**config.mk**
```make
export PLATFORM = sky130hd
export DESIGN_NAME = flash_geom_id
export DESIGN_NICKNAME = d
export VERILOG_FILES = /design/src/rtl/flash_geom_pkg.sv /design/src/rtl/flash_geom_dp.sv /design/src/rtl/flash_geom_ctrl.sv /design/src/rtl/flash_geom_id.sv
export SDC_FILE = /design/constraint.sdc
export NUM_CORES = 1
export LEC_CHECK = 0
export BUFFER_PORTS_ARGS = -buffer_cell sky130_fd_sc_hd__buf_2
export CAP_MARGIN = 20
export CORE_UTILIZATION = 57
export DETAILED_ROUTE_END_ITERATION = 7
export GPL_TIMING_DRIVEN = 1
export PLACE_DENSITY = 0.84
export SLEW_MARGIN = 20
export SYNTH_ARGS = -nofsm -noshare
export SYNTH_HDL_FRONTEND = slang
export SYNTH_SLANG_ARGS = --single-unit
```
**constraint.sdc**
```tcl
create_clock -name clk -period 3.9 [get_ports clk]
set_input_delay 1.17 -clock clk [delete_from_list [all_inputs] [get_ports clk]]
set_output_delay 1.17 -clock clk [all_outputs]
set_load 0.05 [all_outputs]
```
**src/rtl/flash_geom_pkg.sv**
```systemverilog
package flash_geom_pkg;
  parameter int PAGES_W = 14;
  parameter int SIZE_W  = 11;
  parameter int SHIFT_W = 4;
  parameter int ID_W    = 24;
  parameter int STAT_W  = 8;
  parameter logic [7:0] MFG_CODE = 8'h1F;

  typedef struct packed {
    logic [PAGES_W-1:0] pages;
    logic [SIZE_W-1:0]  size;
    logic [SHIFT_W-1:0] shift;
  } geom_t;

  typedef struct packed {
    logic  hit;
    logic  dual;
    geom_t legacyGeo;
    geom_t binGeo;
  } idEntry_t;

  typedef struct packed {
    logic clear;
    logic capId;
    logic capStat;
    logic commit;
    logic useLegacy;
    logic miss;
  } ctlStrobe_t;

  typedef enum logic [2:0] {
    S_IDLE, S_ID_ISSUE, S_ID_WAIT, S_DECIDE, S_ST_ISSUE, S_ST_WAIT, S_FINISH
  } idState_e;

  function automatic geom_t mkGeo(input int pg, input int sz, input int sh);
    geom_t g;
    g.pages = PAGES_W'(pg);
    g.size  = SIZE_W'(sz);
    g.shift = SHIFT_W'(sh);
    return g;
  endfunction

  function automatic idEntry_t lookupId(input logic [ID_W-1:0] id);
    idEntry_t e;
    e = '0;
    e.hit  = 1'b1;
    e.dual = 1'b1;
    case (id)
      24'h1F2200: begin e.legacyGeo = mkGeo(512, 264, 9);   e.binGeo = mkGeo(512, 256, 8);   end
      24'h1F2300: begin e.legacyGeo = mkGeo(1024, 264, 9);  e.binGeo = mkGeo(1024, 256, 8);  end
      24'h1F2400: begin e.legacyGeo = mkGeo(2048, 264, 9);  e.binGeo = mkGeo(2048, 256, 8);  end
      24'h1F2500: begin e.legacyGeo = mkGeo(4096, 264, 9);  e.binGeo = mkGeo(4096, 256, 8);  end
      24'h1F2600: begin e.legacyGeo = mkGeo(4096, 528, 10); e.binGeo = mkGeo(4096, 512, 9);  end
      24'h1F2700: begin e.legacyGeo = mkGeo(8192, 528, 10); e.dual = 1'b0;                    end
      24'h1F2701: begin e.legacyGeo = mkGeo(8192, 528, 10); e.binGeo = mkGeo(8192, 512, 9);  end
      24'h1F2800: begin e.legacyGeo = mkGeo(8192, 1056, 11); e.binGeo = mkGeo(8192, 1024, 10); end
      default:    begin e.hit = 1'b0; e.dual = 1'b0; end
    endcase
    return e;
  endfunction

  function automatic logic decodeDensity(input logic [STAT_W-1:0] st, output geom_t g);
    logic ok;
    ok = 1'b1;
    g  = '0;
    if (st == '0 || st == '1) ok = 1'b0;
    else begin
      case (st & 8'h3C)
        8'h0C: g = mkGeo(512, 264, 9);
        8'h14: g = mkGeo(1024, 264, 9);
        8'h1C: g = mkGeo(2048, 264, 9);
        8'h24: g = mkGeo(4096, 264, 9);
        8'h2C: g = mkGeo(4096, 528, 10);
        8'h34: g = mkGeo(8192, 528, 10);
        8'h38, 8'h3C: g = mkGeo(8192, 1056, 11);
        default: ok = 1'b0;
      endcase
    end
    return ok;
  endfunction
endpackage

```
**src/rtl/flash_geom_dp.sv**
```systemverilog
module flash_geom_dp
  import flash_geom_pkg::*;
(
  input  logic               clk,
  input  logic               rstN,
  input  ctlStrobe_t         ctl,
  input  logic [ID_W-1:0]    idData,
  input  logic [STAT_W-1:0]  statData,
  output logic               mfgOk,
  output logic               idHit,
  output logic               idDual,
  output logic               legacyOk,
  output logic               geoValid,
  output logic               notFound,
  output geom_t              geo
);
  logic [ID_W-1:0]   idReg;
  logic [STAT_W-1:0] statReg;
  idEntry_t          entry;
  geom_t             legGeo;
  geom_t             pickGeo;

  always_comb begin
    entry    = lookupId(idReg);
    legacyOk = decodeDensity(statReg, legGeo);
    mfgOk    = (idReg[ID_W-1 -: 8] == MFG_CODE);
    idHit    = entry.hit;
    idDual   = entry.dual;
    if (ctl.useLegacy)                pickGeo = legGeo;
    else if (entry.dual && statReg[0]) pickGeo = entry.binGeo;
    else                               pickGeo = entry.legacyGeo;
  end

  always_ff @(posedge clk) begin
    if (!rstN) begin
      idReg    <= '0;
      statReg  <= '0;
      geoValid <= 1'b0;
      notFound <= 1'b0;
      geo      <= '0;
    end else begin
      if (ctl.clear) begin
        geoValid <= 1'b0;
        notFound <= 1'b0;
        geo      <= '0;
        statReg  <= '0;
      end
      if (ctl.capId)   idReg   <= idData;
      if (ctl.capStat) statReg <= statData;
      if (ctl.commit) begin
        if (ctl.miss) notFound <= 1'b1;
        else begin
          geoValid <= 1'b1;
          geo      <= pickGeo;
        end
      end
    end
  end

  // a commit leaves exactly one result flag high
  p_one_flag_r11: assert property (@(posedge clk) disable iff (!rstN)
    ctl.commit |=> (geoValid ^ notFound));
  // the two flags never coexist
  p_flags_excl_r11: assert property (@(posedge clk) disable iff (!rstN)
    !(geoValid && notFound));
  // a valid geometry stays put until a clear
  p_hold_r10: assert property (@(posedge clk) disable iff (!rstN)
    (geoValid && !ctl.clear) |=> (geoValid && $stable(geo)));
  // page size fits the shift window
  p_geo_shape_r5: assert property (@(posedge clk) disable iff (!rstN)
    geoValid |-> ((32'(geo.size) <= (32'd1 << geo.shift)) &&
                  (32'(geo.size) >  (32'd1 << (geo.shift - 1)))));
endmodule

```
**src/rtl/flash_geom_ctrl.sv**
```systemverilog
module flash_geom_ctrl
  import flash_geom_pkg::*;
(
  input  logic       clk,
  input  logic       rstN,
  input  logic       start,
  input  logic       idValid,
  input  logic       statValid,
  input  logic       mfgOk,
  input  logic       idHit,
  input  logic       idDual,
  input  logic       legacyOk,
  output logic       idReq,
  output logic       statReq,
  output ctlStrobe_t ctl
);
  idState_e state, nxt;
  logic     legacyPath, legacyNxt;

  always_comb begin
    ctl       = '0;
    nxt       = state;
    legacyNxt = legacyPath;
    case (state)
      S_IDLE: if (start) begin
        ctl.clear = 1'b1;
        nxt       = S_ID_ISSUE;
      end
      S_ID_ISSUE: nxt = S_ID_WAIT;
      S_ID_WAIT: if (idValid) begin
        ctl.capId = 1'b1;
        nxt       = S_DECIDE;
      end
      S_DECIDE: begin
        legacyNxt = !mfgOk;
        if (!mfgOk || idDual) nxt = S_ST_ISSUE;
        else begin
          ctl.commit = 1'b1;
          ctl.miss   = !idHit;
          nxt        = S_IDLE;
        end
      end
      S_ST_ISSUE: nxt = S_ST_WAIT;
      S_ST_WAIT: if (statValid) begin
        ctl.capStat = 1'b1;
        nxt         = S_FINISH;
      end
      S_FINISH: begin
        ctl.commit    = 1'b1;
        ctl.useLegacy = legacyPath;
        ctl.miss      = legacyPath && !legacyOk;
        nxt           = S_IDLE;
      end
      default: nxt = S_IDLE;
    endcase
  end

  always_ff @(posedge clk) begin
    if (!rstN) begin
      state      <= S_IDLE;
      legacyPath <= 1'b0;
    end else begin
      state      <= nxt;
      legacyPath <= legacyNxt;
    end
  end

  assign idReq   = (state == S_ID_ISSUE);
  assign statReq = (state == S_ST_ISSUE);

  // identifier request is a single-cycle pulse
  p_idreq_pulse_r2: assert property (@(posedge clk) disable iff (!rstN)
    idReq |=> !idReq);
  // status request is a single-cycle pulse
  p_streq_pulse_r4: assert property (@(posedge clk) disable iff (!rstN)
    statReq |=> !statReq);
endmodule

```
**src/rtl/flash_geom_id.sv**
```systemverilog
module flash_geom_id
  import flash_geom_pkg::*;
(
  input  logic               clk,
  input  logic               rstN,
  input  logic               start,
  output logic               idReq,
  input  logic               idValid,
  input  logic [ID_W-1:0]    idData,
  output logic               statReq,
  input  logic               statValid,
  input  logic [STAT_W-1:0]  statData,
  output logic               geoValid,
  output logic               notFound,
  output logic [PAGES_W-1:0] pageCount,
  output logic [SIZE_W-1:0]  pageSize,
  output logic [SHIFT_W-1:0] addrShift
);
  ctlStrobe_t ctl;
  logic       mfgOk, idHit, idDual, legacyOk;
  geom_t      geo;

  flash_geom_ctrl u_ctrl (
    .clk(clk), .rstN(rstN), .start(start), .idValid(idValid),
    .statValid(statValid), .mfgOk(mfgOk), .idHit(idHit), .idDual(idDual),
    .legacyOk(legacyOk), .idReq(idReq), .statReq(statReq), .ctl(ctl)
  );

  flash_geom_dp u_dp (
    .clk(clk), .rstN(rstN), .ctl(ctl), .idData(idData), .statData(statData),
    .mfgOk(mfgOk), .idHit(idHit), .idDual(idDual), .legacyOk(legacyOk),
    .geoValid(geoValid), .notFound(notFound), .geo(geo)
  );

  assign pageCount = geo.pages;
  assign pageSize  = geo.size;
  assign addrShift = geo.shift;
endmodule

```
# == Word-level counts from Yosys, hierarchy flattened ==
# Cells that the tools add are included.
# word_totals
ff_bits,67
latch_bits,0
ram_bits,0
rom_bits,0
out_inout_bits,33
n_memories,0
# classes
n_addsub,0
multipliers,0
div,0
n_lt_le_gt_ge,0
n_eq_ne,27
shift,0
muxes,37
bitwise_logic,0
n_reduce_logical,16
# ops
operator,n
29-bit one-hot mux with 7 select lines,3
"24-bit by 21-bit equality test with 1-bit output, second input constant",8
29-bit two-way mux,6
"4-bit equality test, second input constant",5
1-bit two-way mux,19
3-bit one-hot mux with 6 select lines,1
8-bit two-way mux,2
8-bit OR reduction,2
3-bit two-way mux,4
"3-bit equality test, second input constant",3
"4-bit by 3-bit equality test with 1-bit output, second input constant",2
"8-bit by 5-bit equality test with 1-bit output, second input constant",1
"8-bit equality test, second input constant",1
8-bit zero test,1
7-bit OR reduction,1
"3-bit by 2-bit equality test with 1-bit output, second input constant",2
"2-bit != test, second input constant",3
"4-bit by 2-bit equality test with 1-bit output, second input constant",1
1-bit one-hot mux with 2 select lines,2
2-bit OR reduction,2
"3-bit by 1-bit equality test with 1-bit output, second input constant",1
1-bit zero test,3
3-bit zero test,1
3-bit AND reduction,1
3 further kinds,5

# == Longest topological paths before layout ==
# Gate-level depths: netlist (run 1).
# logic_depth
depth_word,9
depth_mapped,8
depth_no_buf,6

# == Cells and area by module ==
# From an unflattened synthesis (run 1), not the netlist that was laid out.
# unflattened
hier_cells,338
hier_area_um2,3030.4
# modules_own_cells
mod,n_inst,cells_each,area_per_inst_um2,seq_area_each_um2
flash_geom_dp,1,304,2762.6,1261.2
flash_geom_ctrl,1,34,267.8,80.1

# == Least setup slack after synthesis (run 1) ==
# No wires, ideal clock.
# synth_timing
kind,reg2out
startpoint,register u_ctrl.state[0]
endpoint,output idReq
t_arrival_ns,1.637
required_time_ns,2.730
setup_slack_ns,1.093
path_stages_with_launch,2
n_path_buf,0
path_cell_list,dfxtp_1 > nor3b_1
# synth_via
elab_chain_cells,1
# synth_rtl
element,line,source
"start, declared",flash_geom_ctrl.sv:17,"idState_e state, nxt;"
"start signal, assigned",flash_geom_ctrl.sv:63,state <= nxt;
3-bit by 1-bit equality test with 1-bit output,flash_geom_ctrl.sv:68,assign idReq = (state == S_ID_ISSUE);
"end, declared",flash_geom_id.sv:7,"output logic idReq,"
# Every way passes these cells.

# == Worst setup path after layout (run 1) ==
# layout_timing
startpoint,register u_dp.idReg[3]
endpoint,register u_dp.geo[13] (netlist name)
# layout_via
elab_chain_cells,8
word_cells_on_any_way,26
classes_between,8 x eq/ne; 12 x mux; 6 x reduce/logical
# layout_rtl
element,line,source
"start, declared",flash_geom_dp.sv:17,logic [ID_W-1:0] idReg;
"start signal, assigned",flash_geom_dp.sv:48,if (ctl.capId) idReg <= idData;
24-bit by 21-bit equality test with 1-bit output,flash_geom_pkg.sv:48,case (id)
8-bit OR reduction (no source line) / 7-bit OR reduction (equally long branches),-,
1-bit two-way mux,flash_geom_pkg.sv:48,
"1-bit zero test, or another cell as far along",flash_geom_ctrl.sv:39,ctl.miss = !idHit;
1-bit two-way mux / 29-bit two-way mux (equally long branches),"flash_geom_ctrl.sv:36, flash_geom_dp.sv:30",
1-bit one-hot mux with 2 select lines / 29-bit two-way mux (equally long branches),"flash_geom_ctrl.sv:24, flash_geom_dp.sv:29",
29-bit two-way mux,flash_geom_dp.sv:51,if (ctl.miss) notFound <= 1'b1;
29-bit two-way mux *,flash_geom_dp.sv:50,if (ctl.commit) begin
# Every way passes the cells marked *; elsewhere a longest branch is shown, timed or not.
# A chain may end at the register's enable or synchronous reset.

==> flow_metrics.py, run 1 <==
metrics = {
    "outcome": {
        "status": "completed",
    },
    "synthesis": {
        "syn_area_per_cell_sq_um": 8.55,
        "ys_types": 58,
        "yosys-top-cells-area": "dfxtp_1 45%, nand2_1 8.1%, a21oi_1 6.2%, nor2_1 3.5%, and2_1 3.4%",
        "synth_edf_count": 0,
        "ys_ff_latch": 67,
        "synth_fp_nets": 386,
        "ys_warn_count": 0,
        "synth-seq-area-share_pct": 45.0,
        "netlist_area_sq_mm": 0.00298,
        "postSynthCellCount": 349,
        "yosysTopAreaCell": "dfxtp_1",
        "synth_top_area_share_pct": 45.0,
        "ys.flop_type": "dfxtp_1",
        "async_flop_share_pct": 0,
    },
    "floorplan": {
        "coreArea_sq_mm": 0.00488,
        "dieWidth_um": 74.3,
        "die_area_sq_mm": 0.00553,
        "dieHeight_um": 74.3,
        "rows": 25,
        "ioPinCount": 70,
        "start_util_pct": 61.1,
    },
    "timing": {
        "layout_min_cycle_time_ns": 2.56,
        "worst-slew-pin-transition_ns": 0.970,
        "fmaxAchievable_mhz": 390,
        "setup_tns_ns": 0,
        "slew_headroom_pct": 35.3,
        "setup_viol": 0,
        "rsz0062_at_grt": "no",
        "min_period_over_period_pct": 65.8,
        "finalHoldViolCount": 0,
        "timing.final.ws_setup_ns": 1.34,
        "slew_violations": 0,
        "finalClockSkew_ns": 0.00927,
    },
    "cts": {
        "insertion_delay_ns": 0.35,
        "holdBufCountCts": 0,
        "ctsResizeCount": 0,
        "htreeDepth": 3,
        "cts_tree": "yes",
        "numClockSinks": 67,
        "cts.root.buffer_cell": "clkbuf_8",
        "path_clk_slew_ns": 0.07,
        "clk_path_buf_depth": 2,
        "postCtsSetupBuffers": 0,
        "numCtsBuffers": 9,
    },
    "worst_setup_path": {
        "worstSetupEndpoint": "u_dp.geo[13]",
        "arrival_ns": 2.74,
        "start_kind": "register",
        "crit_type": "register to register",
        "cp_max_fo": 26,
        "cp-end-kind": "register",
        "rr_worst_depth": 6,
        "path_cells": "nor3_1 > nand4_1 > o21ai_0 > o21ai_2 > a211oi_2 > a221oi_1",
        "crit_start": "u_dp.idReg[3]",
        "slowest_stage": "o21ai_0",
        "crit_path_max_incr_delay_ns": 0.48,
        "critPathRequiredTime_ns": 4.08,
        "reg2reg_from": "u_dp.idReg[3]",
        "rr_endpoint": "u_dp.geo[13]",
        "reg2reg_slack_ns": 1.34,
    },
    "drt": {
        "wirelength_um": 6640,
        "num_vias": 2673,
        "avgViaCountPerCell": 5.60,
        "dr.pass1.iters": 4,
        "ant_nets": 0,
        "top_layer_used": "met4",
        "routedWlPerCell_um": 13.9,
        "drc": 0,
        "detail_route.iter0.violations": 235,
        "wl_met3_um": 296,
        "met1Wirelength_um": 2860,
        "routed-wl-met2_um": 3310,
    },
    "layout": {
        "areaGrowthSynthToFinish_pct": 19.8,
        "fill_cells": 395,
        "stdcell_area_sq_mm": 0.00357,
        "multi_input_area_sq_mm": 0.00150,
        "drive_gt1_share_pct": 25.1,
        "finalNetCount": 442,
        "seq_area_sq_mm": 0.00134,
        "num_antenna_cells": 0,
    },
    "placement": {
        "dp_hpwl_um": 4580,
        "postPlaceCellArea_sq_mm": 0.00331,
        "port_buffers": 69,
        "dp_worst_setup_slack_ns": 1.16,
        "gp_congestion": 0.901,
    },
    "pwr": {
        "irDropWorstVdd_v": 0.000292,
        "pwr_density_cell_mw_per_mm2": 440,
        "p_leak_nw": 1.44,
    },
    "global_route": {
        "grt_max_degree": 27,
        "gr-total-overflow": 0,
        "antenna_found_initial": 0,
        "grt_usage_pct": 25.9,
        "grt_pass1_wl_um": 10700,
        "grt_pass1_vias": 2454,
    },
    "worst_hold_path": {
        "min_path_type": "register to register",
    },
    "run": {
        "max_cap_violations": 0,
    },
}
-- layout by cell type, fill, tap and decap left out, drive strengths merged, types with 3 or more instances in the layout --
cell type,instances
a211oi,6
a21o,4
a21oi,37
a22oi,9
and2,16
and3,5
buf,70
bufinv,4
clkbuf,10
dfxtp,67
inv,8
nand2,64
nand3,12
nand4,6
nand4b,3
nor2,28
nor3,5
nor3b,3
nor4,4
nor4b,4
o21ai,6
or4b,3
xor2,3
-- per-stage QoR --
step	utilization (%)	hold slack (ns)	power, mW	instances
5_1_grt	73.2	0.478	1.62	477
2_1_floorplan	-	0.432	0.798	349
3_5_place_dp	67.8	0.438	0.831	461
3_3_place_gp	67.8	0.438	0.826	461
6_report	73.2	0.457	1.57	477
4_1_cts	73.2	0.455	1.58	477
-- Yosys cell counts (2+ instances only) --
| cell type | instances |
|---|---|
| a211oi_1 | 5 |
| a21o_1 | 4 |
| a21oi_1 | 37 |
| a221oi_1 | 2 |
| a22oi_1 | 9 |
| a311oi_1 | 2 |
| a31oi_1 | 2 |
| and2_1 | 16 |
| and3_1 | 3 |
| and3b_1 | 2 |
| buf_2 | 14 |
| clkbuf_1 | 11 |
| dfxtp_1 | 67 |
| inv_1 | 7 |
| nand2_1 | 64 |
| nand2b_1 | 2 |
| nand3_1 | 12 |
| nand4_1 | 5 |
| nand4b_1 | 2 |
| nor2_1 | 28 |
| nor3_1 | 5 |
| nor3b_1 | 3 |
| nor4_4 | 2 |
| nor4b_1 | 2 |
| o21ai_0 | 4 |
| o21ai_2 | 2 |
| o21bai_1 | 2 |
| o31ai_1 | 2 |
| xnor2_1 | 2 |
| xor2_1 | 3 |
-- worst min path at each step --
stage,start,to,slack (ns),cells past startpoint
floorplan,u_dp.idReg[20],u_dp.idReg[20],0.43,2
global placement,u_dp.idReg[18],u_dp.idReg[18],0.44,2
detailed placement,u_dp.geo[6],u_dp.geo[6],0.44,1
CTS,u_dp.geoValid,u_dp.geoValid,0.46,2
global route,u_dp.geo[11],u_dp.geo[11],0.48,1
finish,u_dp.geo[5],u_dp.geo[5],0.46,1
-- critical path, delay by kind of cell (launching register included) --
family | cells | cell delay [ns]
AOI/OAI and AO/OA | 4 | 1.45
DFF | 1 | 0.32
and+or+nand+nor | 2 | 0.63
-- cell type report --
type | count | area share (%)
clock inverters | 6 | 3.82
inverters | 7 | 0.736
repair buffers | 70 | 9.88
multi-input cells | 250 | 42.1
flip-flops and latches | 67 | 37.5
clock buffers | 10 | 3.57
well taps | 67 | 2.35
-- power by group --
part           switching (mW)  total [mW]  leakage (nW)  internal [mW]
Sequential             0.0169       0.713         0.541          0.696
Clock                   0.264       0.756         0.127          0.492
Combinational          0.0639       0.102         0.772         0.0385
Total                   0.345        1.57          1.44           1.23
-- per-layer routing --
metal | GRT usage (%) | up-vias
met3 | 5.96 | 19
met1 | 30.5 | 1235
met2 | 43.7 | 82
met5 | 0 | -
met4 | 14.5 | 0
li1 | - | 1337
-- cells by family after synthesis --
family                 count (synthesis)  share of synthesized area (%)
flip-flops                            67                           45.0
buffers and inverters                 32                           4.61
AO/OA/AOI/OAI                         81                           18.0
AND/OR/NAND/NOR                      164                           31.0
XOR/XNOR                               5                           1.47
-- registers in the layout (all words and copies together), names as in the netlist --
| signal | flops |
|---|---|
| u_ctrl.legacyPath | 1 |
| u_ctrl.state | 3 |
| u_dp.geo | 29 |
| u_dp.geoValid | 1 |
| u_dp.idReg | 24 |
| u_dp.notFound | 1 |
| u_dp.statReg | 8 |
No activity file was read; power rests on OpenSTA's default activity.
==> inputs of run 2 (changes only) <==
--- a/config.mk
+++ b/config.mk
@@ -7,10 +7,10 @@
 export LEC_CHECK = 0
 export BUFFER_PORTS_ARGS = -buffer_cell sky130_fd_sc_hd__buf_2
 export CAP_MARGIN = 20
-export CORE_UTILIZATION = 57
+export CORE_UTILIZATION = 48
 export DETAILED_ROUTE_END_ITERATION = 7
 export GPL_TIMING_DRIVEN = 1
-export PLACE_DENSITY = 0.84
+export PLACE_DENSITY = 0.75
 export SLEW_MARGIN = 20
 export SYNTH_ARGS = -nofsm -noshare
 export SYNTH_HDL_FRONTEND = slang
==> constraint.sdc (replaced) <==
create_clock -name clk -period 2.2 [get_ports clk]
set_input_delay 0.66 -clock clk [delete_from_list [all_inputs] [get_ports clk]]
set_output_delay 0.66 -clock clk [all_outputs]
set_load 0.05 [all_outputs]
==> flow_metrics.py, run 2 (synthesis gave the netlist of run 1 again) <==
metrics = {
    "outcome": {
        "status": "completed",
    },
    "layout": {
        "final_util_pct": 62.0,
        "layout_common_cells": "69 x buf_2, 67 x dfxtp_1, 64 x nand2_1, 37 x a21oi_1, 28 x nor2_1",
        "drive_gt1_share_pct": 29.6,
        "finalNetCount": 465,
        "largest-register": "u_dp.geo",
        "final_common_cell": "buf_2",
        "largest_register_ffs": 29,
        "largest_registers": "u_dp.geo x29, u_dp.idReg x24, u_dp.statReg x8",
        "fill_cells": 563,
        "num_antenna_cells": 0,
        "areaGrowthSynthToFinish_pct": 23.7,
    },
    "worst_hold_path": {
        "hold-path-cell-count": 1,
        "min_path_type": "register to register",
        "min_from": "u_dp.geo[17]",
        "min_to": "u_dp.geo[17]",
    },
    "drt": {
        "dr.pass1.iters": 4,
        "avgViaCountPerCell": 5.34,
        "num_vias": 2712,
        "wirelength_um": 6540,
        "detail_route.iter0.violations": 228,
        "drc": 0,
        "routedWlPerCell_um": 12.9,
        "ant_nets": 0,
    },
    "timing": {
        "min_period_over_period_pct": 95.7,
        "fmaxAchievable_mhz": 475,
        "setup_tns_ns": 0,
        "layout_min_cycle_time_ns": 2.10,
        "slew_headroom_pct": 64.4,
        "hold_ws_ns": 0.454,
        "worst-slew-pin-transition_ns": 0.532,
        "setup_viol": 0,
        "rsz0062_at_grt": "no",
        "finalHoldViolCount": 0,
        "slew_violations": 0,
        "finalClockSkew_ns": 0.00867,
    },
    "cts": {
        "postCtsSetupBuffers": 0,
        "htreeDepth": 3,
        "path_clk_slew_ns": 0.08,
        "cts_tree": "yes",
        "ctsResizeCount": 0,
        "numClockSinks": 67,
        "numCtsBuffers": 9,
        "clk_path_buf_depth": 2,
        "holdBufCountCts": 0,
        "cts.root.buffer_cell": "clkbuf_8",
        "insertion_delay_ns": 0.34,
    },
    "worst_setup_path": {
        "critPathRequiredTime_ns": 1.54,
        "slowest_stage": "dfxtp_1",
        "path_cells": "buf_4 > nand2b_1 > nor2_1 > buf_2",
        "crit_path_max_incr_delay_ns": 0.46,
        "arrival_ns": 1.44,
        "start_kind": "register",
        "cp_max_fo": 6,
        "cp-end-kind": "primary output",
        "reg2reg_from": "u_dp.idReg[8]",
        "reg2reg_slack_ns": 0.21,
        "crit_type": "register to primary output",
        "rr_worst_depth": 6,
        "rr_endpoint": "u_dp.geo[0]",
    },
    "pwr": {
        "p_switching_uw": 655,
        "clockPowerShare_pct": 38.9,
        "p_seq_share_pct": 52.2,
        "internal_power_mw": 1.75,
        "p_leak_nw": 1.53,
        "pwr_density_cell_mw_per_mm2": 651,
        "p_comb_share_pct": 8.9,
        "irDropWorstVdd_v": 0.000413,
        "p_sw_share_pct": 27.3,
    },
    "global_route": {
        "grt_pass1_wl_um": 10900,
        "grt_pass1_vias": 2495,
        "antenna_found_initial": 0,
        "gr-total-overflow": 0,
        "grt_max_degree": 31,
        "grt_usage_pct": 21.6,
    },
    "run": {
        "max_cap_violations": 0,
    },
    "placement": {
        "dp_hpwl_um": 4770,
        "port_buffers": 69,
        "gp_congestion": 0.830,
    },
    "floorplan": {
        "dieWidth_um": 80.8,
        "start_util_pct": 50.1,
        "dieHeight_um": 80.8,
        "coreArea_sq_mm": 0.00596,
        "rows": 28,
        "die_area_sq_mm": 0.00653,
        "ioPinCount": 70,
    },
}
run 2: worst max path at each step:
stage                    start           end  slack [ns]  cells past startpoint
3_5_place_dp             start  u_dp.geo[28]        0.21                      4
2_1_floorplan            start  u_dp.geo[10]        0.23                      5
3_3_place_gp             start  u_dp.geo[28]        0.21                      4
5_1_grt        u_ctrl.state[2]       statReq        0.02                      4
4_1_cts        u_ctrl.state[2]       statReq        0.08                      4
6_report       u_ctrl.state[2]       statReq         0.1                      4
run 2: metrics by stage:
stage / power, mW / setup WS (ns) / instance area, sq um / cells
2_1_floorplan: 1.41 / 0.227 / 2990 / 349
3_3_place_gp: 1.49 / 0.210 / 3510 / 492
3_5_place_dp: 1.50 / 0.206 / 3510 / 492
4_1_cts: 2.42 / 0.0837 / 3690 / 508
5_1_grt: 2.51 / 0.0220 / 3690 / 508
6_report: 2.40 / 0.0953 / 3690 / 508
run 2: cell type report:
cell class / count / area, sq um / share of cell area, %
Multi-Input combinational cell: 250 / 1510 / 40.9
Inverter: 7 / 26.3 / 0.712
Sequential cell: 67 / 1340 / 36.3
Clock inverter: 7 / 58.8 / 1.59
Tap cell: 75 / 93.8 / 2.54
Clock buffer: 9 / 124 / 3.36
Timing Repair Buffer: 93 / 538 / 14.6
run 2: power by group through the flow:
stage	registers, mW	logic, mW	clock network [mW]
after floorplan	1.28	0.138	0
after global placement	1.28	0.210	0
after detailed placement	1.28	0.214	0
after CTS	1.25	0.214	0.953
after global routing	1.26	0.237	1.02
final	1.25	0.214	0.934
run 2: worst max-delay path, delay by kind of cell (launching register included):
kind / cells / cell delay [ns]
AND/OR/NAND/NOR: 2 / 0.19
buffers and inverters: 2 / 0.45
flip-flops: 1 / 0.46
run 2: routing by layer:
layer	vias up	global-route usage, %	wire length (um)
met4	0	10.9	121
li1	1385	-	-
met2	76	36.4	3100
met5	-	0	0
met1	1240	25.8	3050
met3	11	4.83	265
